[config.mk]
export PLATFORM = sky130hd
export DESIGN_NAME = dbg_chan_fifo
export DESIGN_NICKNAME = d
export VERILOG_FILES = /design/src/rtl/dcf_pkg.sv /design/src/rtl/dcf_fifo.sv /design/src/rtl/dcf_irq_eval.sv /design/src/rtl/dbg_chan_fifo.sv
export SDC_FILE = /design/constraint.sdc
export NUM_CORES = 1
export LEC_CHECK = 0
export ABC_AREA = 1
export BUFFER_PORTS_ARGS = -buffer_cell sky130_fd_sc_hd__clkbuf_2
export CORE_ASPECT_RATIO = 1.1
export CORE_MARGIN = 2
export CORE_UTILIZATION = 35
export CTS_CLUSTER_DIAMETER = 80
export DETAILED_ROUTE_END_ITERATION = 10
export GPL_TIMING_DRIVEN = 0
export PLACE_DENSITY = 0.56
export SYNTH_ARGS = -nofsm -noshare
export SYNTH_HDL_FRONTEND = slang
export SYNTH_HIERARCHICAL = 1
export SYNTH_SLANG_ARGS = --single-unit
[constraint.sdc]
create_clock -name clk -period 11.2 [get_ports clk]
set_input_delay 2.8 -clock clk [delete_from_list [all_inputs] [get_ports clk]]
set_output_delay 2.8 -clock clk [all_outputs]
set_load 0.02 [all_outputs]
[src/rtl/dcf_pkg.sv]
package dcf_pkg;
    localparam int WORD_W  = 32;
    localparam int NCH     = 16;
    localparam int CH_W    = $clog2(NCH);

    localparam int OFS_CFG = 8'h08;
    localparam int OFS_STS = 8'h10;
    localparam int OFS_RX  = 8'h18;
    localparam int OFS_TX0 = 8'h20;

    typedef enum logic [1:0] {
        TXI_OFF       = 2'd0,
        TXI_EMPTY     = 2'd1,
        TXI_NOTFULL   = 2'd2,
        TXI_NEAREMPTY = 2'd3
    } tx_irq_mode_e;

    typedef enum logic [1:0] {
        RXI_OFF       = 2'd0,
        RXI_FULL      = 2'd1,
        RXI_NOTEMPTY  = 2'd2,
        RXI_NEARFULL  = 2'd3
    } rx_irq_mode_e;

    typedef enum logic [1:0] {
        FS_EMPTY = 2'd0,
        FS_PART  = 2'd1,
        FS_FULL  = 2'd2
    } fifo_state_e;
endpackage

[src/rtl/dcf_fifo.sv]
module dcf_fifo
    import dcf_pkg::*;
#(
    parameter int DEPTH = 8,
    parameter int DW    = 32,
    parameter int TW    = 4
) (
    input  logic                       clk,
    input  logic                       rst_n,
    input  logic                       push,
    input  logic [DW-1:0]              push_data,
    input  logic [TW-1:0]              push_tag,
    input  logic                       pop,
    output logic [DW-1:0]              head_data,
    output logic [TW-1:0]              head_tag,
    output logic [$clog2(DEPTH+1)-1:0] count,
    output logic                       empty,
    output logic                       full
);
    localparam int AW = $clog2(DEPTH);
    localparam int CW = $clog2(DEPTH+1);
    localparam logic [AW-1:0] LAST = AW'(DEPTH - 1);

    logic [DW-1:0] data_mem [DEPTH];
    logic [TW-1:0] tag_mem  [DEPTH];
    logic [AW-1:0] wr_ptr, rd_ptr;
    logic [CW-1:0] cnt_q;
    fifo_state_e   state_q, state_d;
    logic          push_ok, pop_ok;

    assign push_ok = push && (state_q != FS_FULL);
    assign pop_ok  = pop  && (state_q != FS_EMPTY);

    // next-state logic: FILL, TOP, DRAIN, FREE
    always_comb begin
        state_d = state_q;
        unique case (state_q)
            FS_EMPTY: if (push_ok) state_d = FS_PART;
            FS_PART: begin
                if (push_ok && !pop_ok && cnt_q == CW'(DEPTH - 1))
                    state_d = FS_FULL;
                else if (pop_ok && !push_ok && cnt_q == CW'(1))
                    state_d = FS_EMPTY;
            end
            FS_FULL:  if (pop_ok) state_d = FS_PART;
            default:  state_d = FS_EMPTY;
        endcase
    end

    // state register
    always_ff @(posedge clk) begin
        if (!rst_n) state_q <= FS_EMPTY;
        else        state_q <= state_d;
    end

    // outputs
    always_comb begin
        empty     = (state_q == FS_EMPTY);
        full      = (state_q == FS_FULL);
        count     = cnt_q;
        head_data = data_mem[rd_ptr];
        head_tag  = tag_mem[rd_ptr];
    end

    always_ff @(posedge clk) begin
        if (!rst_n) begin
            wr_ptr <= '0;
            rd_ptr <= '0;
            cnt_q  <= '0;
        end else begin
            if (push_ok) wr_ptr <= (wr_ptr == LAST) ? '0 : wr_ptr + AW'(1);
            if (pop_ok)  rd_ptr <= (rd_ptr == LAST) ? '0 : rd_ptr + AW'(1);
            cnt_q <= cnt_q + CW'(push_ok) - CW'(pop_ok);
        end
    end

    always_ff @(posedge clk) begin
        if (push_ok) begin
            data_mem[wr_ptr] <= push_data;
            tag_mem[wr_ptr]  <= push_tag;
        end
    end
endmodule

[src/rtl/dcf_irq_eval.sv]
module dcf_irq_eval
    import dcf_pkg::*;
#(
    parameter int TX_DEPTH = 8,
    parameter int RX_DEPTH = 8
) (
    input  tx_irq_mode_e                  tx_mode,
    input  rx_irq_mode_e                  rx_mode,
    input  logic [$clog2(TX_DEPTH+1)-1:0] tx_cnt,
    input  logic [$clog2(RX_DEPTH+1)-1:0] rx_cnt,
    output logic                          irq
);
    localparam int TCW = $clog2(TX_DEPTH+1);
    localparam int RCW = $clog2(RX_DEPTH+1);
    // 4*cnt <= depth  <=>  cnt <= floor(depth/4)
    localparam int TX_NE = TX_DEPTH / 4;
    // 4*cnt >= 3*depth  <=>  cnt >= ceil(3*depth/4)
    localparam int RX_NF = (3 * RX_DEPTH + 3) / 4;

    logic tx_hit, rx_hit;

    always_comb begin
        unique case (tx_mode)
            TXI_OFF:       tx_hit = 1'b0;
            TXI_EMPTY:     tx_hit = (tx_cnt == '0);
            TXI_NOTFULL:   tx_hit = (tx_cnt != TCW'(TX_DEPTH));
            TXI_NEAREMPTY: tx_hit = (tx_cnt <= TCW'(TX_NE));
            default:       tx_hit = 1'b0;
        endcase
        unique case (rx_mode)
            RXI_OFF:       rx_hit = 1'b0;
            RXI_FULL:      rx_hit = (rx_cnt == RCW'(RX_DEPTH));
            RXI_NOTEMPTY:  rx_hit = (rx_cnt != '0);
            RXI_NEARFULL:  rx_hit = (rx_cnt >= RCW'(RX_NF));
            default:       rx_hit = 1'b0;
        endcase
        irq = tx_hit | rx_hit;
    end
endmodule

[src/rtl/dbg_chan_fifo.sv]
module dbg_chan_fifo
    import dcf_pkg::*;
#(
    parameter int TX_DEPTH = 8,
    parameter int RX_DEPTH = 8,
    parameter int BUS_AW   = 8
) (
    input  logic              clk,
    input  logic              rst_n,
    input  logic              bus_sel,
    input  logic              bus_we,
    input  logic [BUS_AW-1:0] bus_addr,
    input  logic [WORD_W-1:0] bus_wdata,
    output logic [WORD_W-1:0] bus_rdata,
    output logic              tx_out_valid,
    input  logic              tx_out_ready,
    output logic [WORD_W-1:0] tx_out_data,
    output logic [CH_W-1:0]   tx_out_chan,
    input  logic              rx_in_valid,
    output logic              rx_in_ready,
    input  logic [WORD_W-1:0] rx_in_data,
    input  logic [CH_W-1:0]   rx_in_chan,
    output logic              irq
);
    localparam int TCW   = $clog2(TX_DEPTH+1);
    localparam int RCW   = $clog2(RX_DEPTH+1);
    localparam int SW    = BUS_AW - 3;
    localparam logic [SW-1:0] SLOT0    = SW'(OFS_TX0 / 8);
    localparam logic [SW-1:0] SLOT_END = SW'(OFS_TX0 / 8 + NCH);

    tx_irq_mode_e    tx_mode;
    rx_irq_mode_e    rx_mode;
    logic [TCW-1:0]  tx_cnt;
    logic [RCW-1:0]  rx_cnt;
    logic            tx_empty, tx_full, rx_empty, rx_full;
    logic [WORD_W-1:0] rx_head_data;
    logic [CH_W-1:0] rx_head_tag;
    logic [SW-1:0]   slot;
    logic            tx_slot_hit, wr_tx, wr_cfg, rd_rx, tx_pop, rx_push;
    logic [CH_W-1:0] wr_chan;

    assign slot        = bus_addr[BUS_AW-1:3];
    assign tx_slot_hit = (bus_addr[2:0] == 3'b000) && (slot >= SLOT0) && (slot < SLOT_END);
    assign wr_chan     = CH_W'(slot - SLOT0);
    assign wr_tx       = bus_sel && bus_we && tx_slot_hit;
    assign wr_cfg      = bus_sel && bus_we && (bus_addr == BUS_AW'(OFS_CFG));
    assign rd_rx       = bus_sel && !bus_we && (bus_addr == BUS_AW'(OFS_RX));
    assign tx_pop      = tx_out_valid && tx_out_ready;
    assign rx_push     = rx_in_valid && rx_in_ready;

    always_ff @(posedge clk) begin
        if (!rst_n) begin
            tx_mode <= TXI_OFF;
            rx_mode <= RXI_OFF;
        end else if (wr_cfg) begin
            tx_mode <= tx_irq_mode_e'(bus_wdata[19:18]);
            rx_mode <= rx_irq_mode_e'(bus_wdata[17:16]);
        end
    end

    dcf_fifo #(.DEPTH(TX_DEPTH), .DW(WORD_W), .TW(CH_W)) u_txq (
        .clk(clk), .rst_n(rst_n),
        .push(wr_tx), .push_data(bus_wdata), .push_tag(wr_chan),
        .pop(tx_pop),
        .head_data(tx_out_data), .head_tag(tx_out_chan),
        .count(tx_cnt), .empty(tx_empty), .full(tx_full)
    );

    dcf_fifo #(.DEPTH(RX_DEPTH), .DW(WORD_W), .TW(CH_W)) u_rxq (
        .clk(clk), .rst_n(rst_n),
        .push(rx_push), .push_data(rx_in_data), .push_tag(rx_in_chan),
        .pop(rd_rx),
        .head_data(rx_head_data), .head_tag(rx_head_tag),
        .count(rx_cnt), .empty(rx_empty), .full(rx_full)
    );

    dcf_irq_eval #(.TX_DEPTH(TX_DEPTH), .RX_DEPTH(RX_DEPTH)) u_irq (
        .tx_mode(tx_mode), .rx_mode(rx_mode),
        .tx_cnt(tx_cnt), .rx_cnt(rx_cnt), .irq(irq)
    );

    assign tx_out_valid = !tx_empty;
    assign rx_in_ready  = !rx_full;

    always_comb begin
        bus_rdata = '0;
        if (bus_sel && !bus_we) begin
            if (bus_addr == BUS_AW'(OFS_CFG))
                bus_rdata = {12'h000, tx_mode, rx_mode, 8'(TX_DEPTH), 8'(RX_DEPTH)};
            else if (bus_addr == BUS_AW'(OFS_STS))
                bus_rdata = {8'(tx_cnt), 8'(rx_cnt), 8'h00,
                             rx_empty ? '0 : rx_head_tag,
                             rx_empty, rx_full, tx_empty, tx_full};
            else if (bus_addr == BUS_AW'(OFS_RX))
                bus_rdata = rx_empty ? '0 : rx_head_data;
        end
    end
endmodule

# After elaboration in Yosys (flattened, before gate mapping)
# Memory sizes are Yosys's and may differ from the RTL's. A register that Yosys moved wholly into a read port is not among the register bits.
# Index checks and enable logic that the tools add are counted.
# word_totals
reg_bits	28
in_bits	82
ram_bits	576
mem_count	4
# mem_list
name	depth	word_bits	rd	rd_ports_with_merged_regs	wr	line	source
u_rxq.data_mem	8	32	1	1	1	dcf_fifo.sv:24	logic [DW-1:0] data_mem [DEPTH];
u_txq.data_mem	8	32	1	1	1	dcf_fifo.sv:24	
u_rxq.tag_mem	8	4	1	1	1	dcf_fifo.sv:25	logic [TW-1:0] tag_mem [DEPTH];
u_txq.tag_mem	8	4	1	1	1	dcf_fifo.sv:25	
# classes
reduce_logical	39
add_sub_neg	9
n_bitwise	1
n_lt_le_gt_ge	4
n_eq_ne	31
n_mux	34
# ops
op	n
$mux 32	5
$mux 3	12
$logic_and 1x1->1	21
$eq 8x5->1 const B	2
$mux 2	8
$add 3x1->3 const B	4
$eq 2x2->1 const B	6
$eq 3x3->1 const B	4
$pmux 2 s3	2
$add 4x1->4	2
$eq 2x1->1 const B	4
$eq 4x1->1 const B	2
$eq 4x3->1 const B	2
$eq 8x4->1 const B	1
$logic_not 2->1	4
$ne 2x1->1 const B	4
$pmux 1 s4	2
$sub 4x1->4	2
$logic_not 1->1	7
$ne 3x1->1 const B	2
$reduce_and 3->1	2
$ge 5x3->1 const B	1
$lt 5x5->1 const B	1
$eq 4x4->1 const B	1
12 further kinds	17

# Longest topological paths before layout
# depth
ltp_word	11
ltp_mapped	16

# Modules after synthesis
# Netlist, hierarchy kept.
# by_module_without_submodules
module	seq_area_each_um2	n_inst	area_per_inst_um2	cells_per_inst
dcf_fifo (u_rxq)	8948.6	1	12062.8	990
dcf_fifo (u_txq)	8948.6	1	12062.8	991
dbg_chan_fifo	80.1	1	897.1	176
dcf_irq_eval	0.0	1	107.6	24

# Worst setup path after synthesis
# No wires, ideal clock.
# synth_timing
kind	input to output
from	in bus_addr[5]
to	out bus_rdata[10]
n_path_buf	1
arrival_ns	3.844
required_time_ns	8.400
path_stages	8
path_slack_ns	4.556
cell_sequence	inv_2 > nand2_2 > nor2_4 > nand2_4 > nor2_8 > inv_4 > buf_6 > nor2_1
# synth_via
elab_chain_cells	5
elab_cells_between_ends	7
# synth_rtl
element	line	source
from (decl)	dbg_chan_fifo.sv:12	input logic [BUS_AW-1:0] bus_addr,
$eq 8x5->1	dbg_chan_fifo.sv:94	else if (bus_addr == BUS_AW'(OFS_RX))
$mux 32	dbg_chan_fifo.sv:94	
$mux 32	dbg_chan_fifo.sv:90	else if (bus_addr == BUS_AW'(OFS_STS))
$mux 32 *	dbg_chan_fifo.sv:88	if (bus_addr == BUS_AW'(OFS_CFG))
$mux 32 *	dbg_chan_fifo.sv:87	if (bus_sel && !bus_we) begin
to (decl)	dbg_chan_fifo.sv:14	output logic [WORD_W-1:0] bus_rdata,
# Every way passes the cells marked *; elsewhere a longest branch is shown, timed or not.

# Final worst setup path
# layout_timing
from	in bus_addr[4]
to	out bus_rdata[6]
# The elaborated chain is that of the path after synthesis.

==> results_dict.tcl <==
set metrics [dict create \
    finalHoldViolations 0 \
    synth.area.mux_share_pct 0 \
    die_w_um 259 \
    postCtsSetupRepairBufs 0 \
    syn_to_final_growth_pct 18.4 \
    grt_pass1_wl_mm 102 \
    yosysWarnings 6 \
    end_kind "output pin" \
    dp_slack_ns 3.82 \
    cts_buffer_depth 3 \
    slowest_delay_ns 0.39 \
    ys_async_sr_fraction_pct 0 \
    outcome "complete, no violations" \
    synth_ff_type "edfxtp_1" \
    place.gp.congestion 0.809 \
    grt_pass1_vias 16867 \
    hold_path_class "reg -> reg" \
    synth_cells 2181 \
    p_per_area_nw_per_um2 164 \
    worstSetupStartpointType "input pin" \
    drc_errors 0 \
    grt-ovfl-total 0 \
    dr_total_vias 16930 \
    synth_compound_area_share_pct 10.0 \
    syn_area_um2 25100 \
    crit_slowest_cell "a21oi_1" \
    setup_violations 0 \
    r2r-start "u_rxq/state_q[0]" \
    multi_input_area_um2 6320 \
    nFillCells 6680 \
    period_share_pct 66.2 \
    drive_above_1_share_pct 14.9 \
    chipHeight_um 285 \
    ant_nets 0 \
    core_um2 71400 \
    cp_max_fo 12 \
    dp_hpwl_mm 46.0 \
    dr.pass1.iters 5 \
    drv_slew 0 \
    setup_tns_ns 0 \
    cts_buffers 68 \
    yosysUniqueCellTypes 37 \
    crit_buf_inv 4 \
    hold_path_startpoint "u_rxq/rd_ptr[2]" \
    worst_pin_slew_ns 0.964 \
    synth-edff-count 576 \
    max_cap_viol_count 0 \
    insertion_delay_ns 0.60 \
    io_buffers 152 \
    required_ns 8.40 \
    yosysTopAreaCell "edfxtp_1" \
    cts.htree.levels 3 \
    synth_seq_cells 610 \
    initial_core_util_pct 35.2 \
    r2r_slack_ns 8.53 \
    timing.rr.end "u_rxq/data_mem[2][12]" \
    routed_via_density 4.95 \
    antenna_found_initial 7 \
    setup.worst_path.class "in -> out" \
    avgSynthCellArea_um2 11.5 \
    layout.nets 2522 \
    grt_max_degree 27 \
    synth_area_leaders "edfxtp_1, nor2_1, o21ai_0" \
    r2r_cells 9 \
    tritoncts "yes" \
    cts_sinks 610 \
    arrival_ns 4.61 \
    yosys.area_share.simple_pct 13.5 \
    cts_hold_buf 0 \
    peakVddDrop_mv 0.116 \
    synth_top_family_by_area "simple AND/OR/NAND/NOR gates" \
    regArea_um2 18000 \
    crit_chain "clkbuf_2, inv_1, nor2_1, nand2_1, nor2_4, buf_4, nand2_1, a21oi_1, clkbuf_2" \
    synth-adder-area-share_pct 1.11 \
    cts.clk_slew.worst_paths_ns 0.06 \
    drt-initial-drc-count 1410 \
    postRouteWirelength_mm 68.6 \
    hold-path-cell-count 2 \
    ios 153 \
    fin_ws_ns 3.79 \
    leakagePower_nw 10.7 \
    synth_seq_area_share_pct 71.5 \
    finClkSkew_ns 0.0327 \
    rsz0062_at_grt "no" \
    synth.net_count 2284 \
    track_usage_pct 18.5 \
    hold_end "u_rxq/rd_ptr[2]" \
    yosysTopAreaCellShare_pct 68.8 \
    min_period_ns 7.41 \
    timing.fmax_mhz 135 \
    die_area_um2 74000 \
    maxSlewHeadroom_pct 35.6 \
    fp-row-count 103 \
    cpLargestDelayFamily "buffers and inverters" \
    post_drt_wl_per_cell_um 20.1 \
    cts_resized 0 \
    root_buffer "clkbuf_16" \
    synth-xor-area-share_pct 0.0697 \
]
==> worst max-delay path by stage <==
stage / to / slack, ns / from / cells past startpoint
after global routing: bus_rdata[6] / 3.74 / bus_addr[4] / 9
after global placement: u_txq/data_mem[3][3] / 3.03 / bus_sel / 7
after detailed placement: bus_rdata[6] / 3.82 / bus_addr[4] / 9
final: bus_rdata[6] / 3.79 / bus_addr[4] / 9
after CTS: bus_rdata[6] / 3.82 / bus_addr[4] / 9
after floorplan: bus_rdata[10] / 4.56 / bus_addr[5] / 8
==> per-stage QoR <==
stage	area [µm²]	std cells	total power, mW	hold slack (ns)	utilization (%)
2_1_floorplan	25100	2181	2.66	0.471	-
3_5_place_dp	27600	3294	2.74	0.496	38.6
4_1_cts	29800	3416	4.94	0.510	41.7
6_report	29800	3417	4.89	0.506	41.7
3_3_place_gp	27100	3278	2.72	0.484	37.9
5_1_grt	29800	3417	5.05	0.552	41.7
==> sequential cells by signal (all words and copies together), names as in the netlist, named ones only <==
name            cells
u_txq/data_mem    256
u_rxq/state_q       2
u_rxq/count         4
rx_mode             2
u_txq/count         4
u_txq/wr_ptr        3
u_rxq/tag_mem      32
u_rxq/wr_ptr        3
u_txq/rd_ptr        3
u_txq/tag_mem      32
u_rxq/rd_ptr        3
u_txq/state_q       2
u_rxq/data_mem    256
tx_mode             2
==> layer usage <==
metal,track usage [%],up-vias,routed length [µm]
li1,-,8057,-
met1,22.5,8199,27600
met2,32.4,531,34500
met3,3.50,133,4370
met4,6.91,10,2030
met5,0,-,69
==> logic make-up (layout without fill, tap and decap cells) <==
group,count (synthesis),in the layout
xor gates and xnor gates,2,2
other,0,1
and+or+nand+nor,870,870
buffers and inverters,186,476
AOI/OAI and AO/OA,492,492
DFF,610,610
adders and majority gates,21,21
==> power breakdown <==
group          leakage (nW)  switching [mW]  internal [mW]  total, mW
Combinational          4.14           0.105         0.0431      0.148
Clock                  1.08           0.877           1.32       2.20
Sequential             5.48          0.0107           2.53       2.54
==> Yosys cell counts (4+ instances only) <==
master	instances
nand3_1	20
o21ai_0	241
nor2_2	5
a211oi_1	4
buf_1	5
nor2_1	520
clkbuf_1	43
buf_6	19
buf_2	34
nand2_1	311
ha_1	19
o21ai_1	214
dfxtp_1	34
inv_2	4
buf_4	10
o211a_1	4
inv_1	64
edfxtp_1	576
a21oi_1	24
==> layout make-up <==
class | instances | area share [%]
well taps | 945 | 3.97
repair buffers | 168 | 3.76
clock buffers | 82 | 5.97
multi-input cells | 1385 | 21.2
flip-flops and latches | 610 | 60.4
clock inverters | 40 | 1.45
plain buffers | 113 | 2.27
inverters | 73 | 0.946
diodes | 1 | 0.00841
==> layout by cell type, fill, tap and decap left out, types with 8 or more instances in the layout <==
master	Yosys	routed
a21oi_1	24	24
buf_12	1	12
buf_2	34	34
buf_4	10	10
buf_6	19	19
bufinv_16	0	8
clkbuf_1	43	56
clkbuf_16	0	69
clkbuf_2	0	152
clkinv_1	2	15
clkinv_2	0	11
dfxtp_1	34	34
edfxtp_1	576	576
ha_1	19	19
inv_1	64	64
nand2_1	311	311
nand3_1	20	20
nor2_1	520	504
nor2_4	3	19
o21ai_0	241	241
o21ai_1	214	214
==> tightest hold or removal path, delay by kind of cell, from the launching register on <==
kind	cells	cell delay [ns]
and+or+nand+nor	2	0.14
DFF	1	0.33
Power figures use the tool's default switching activity.
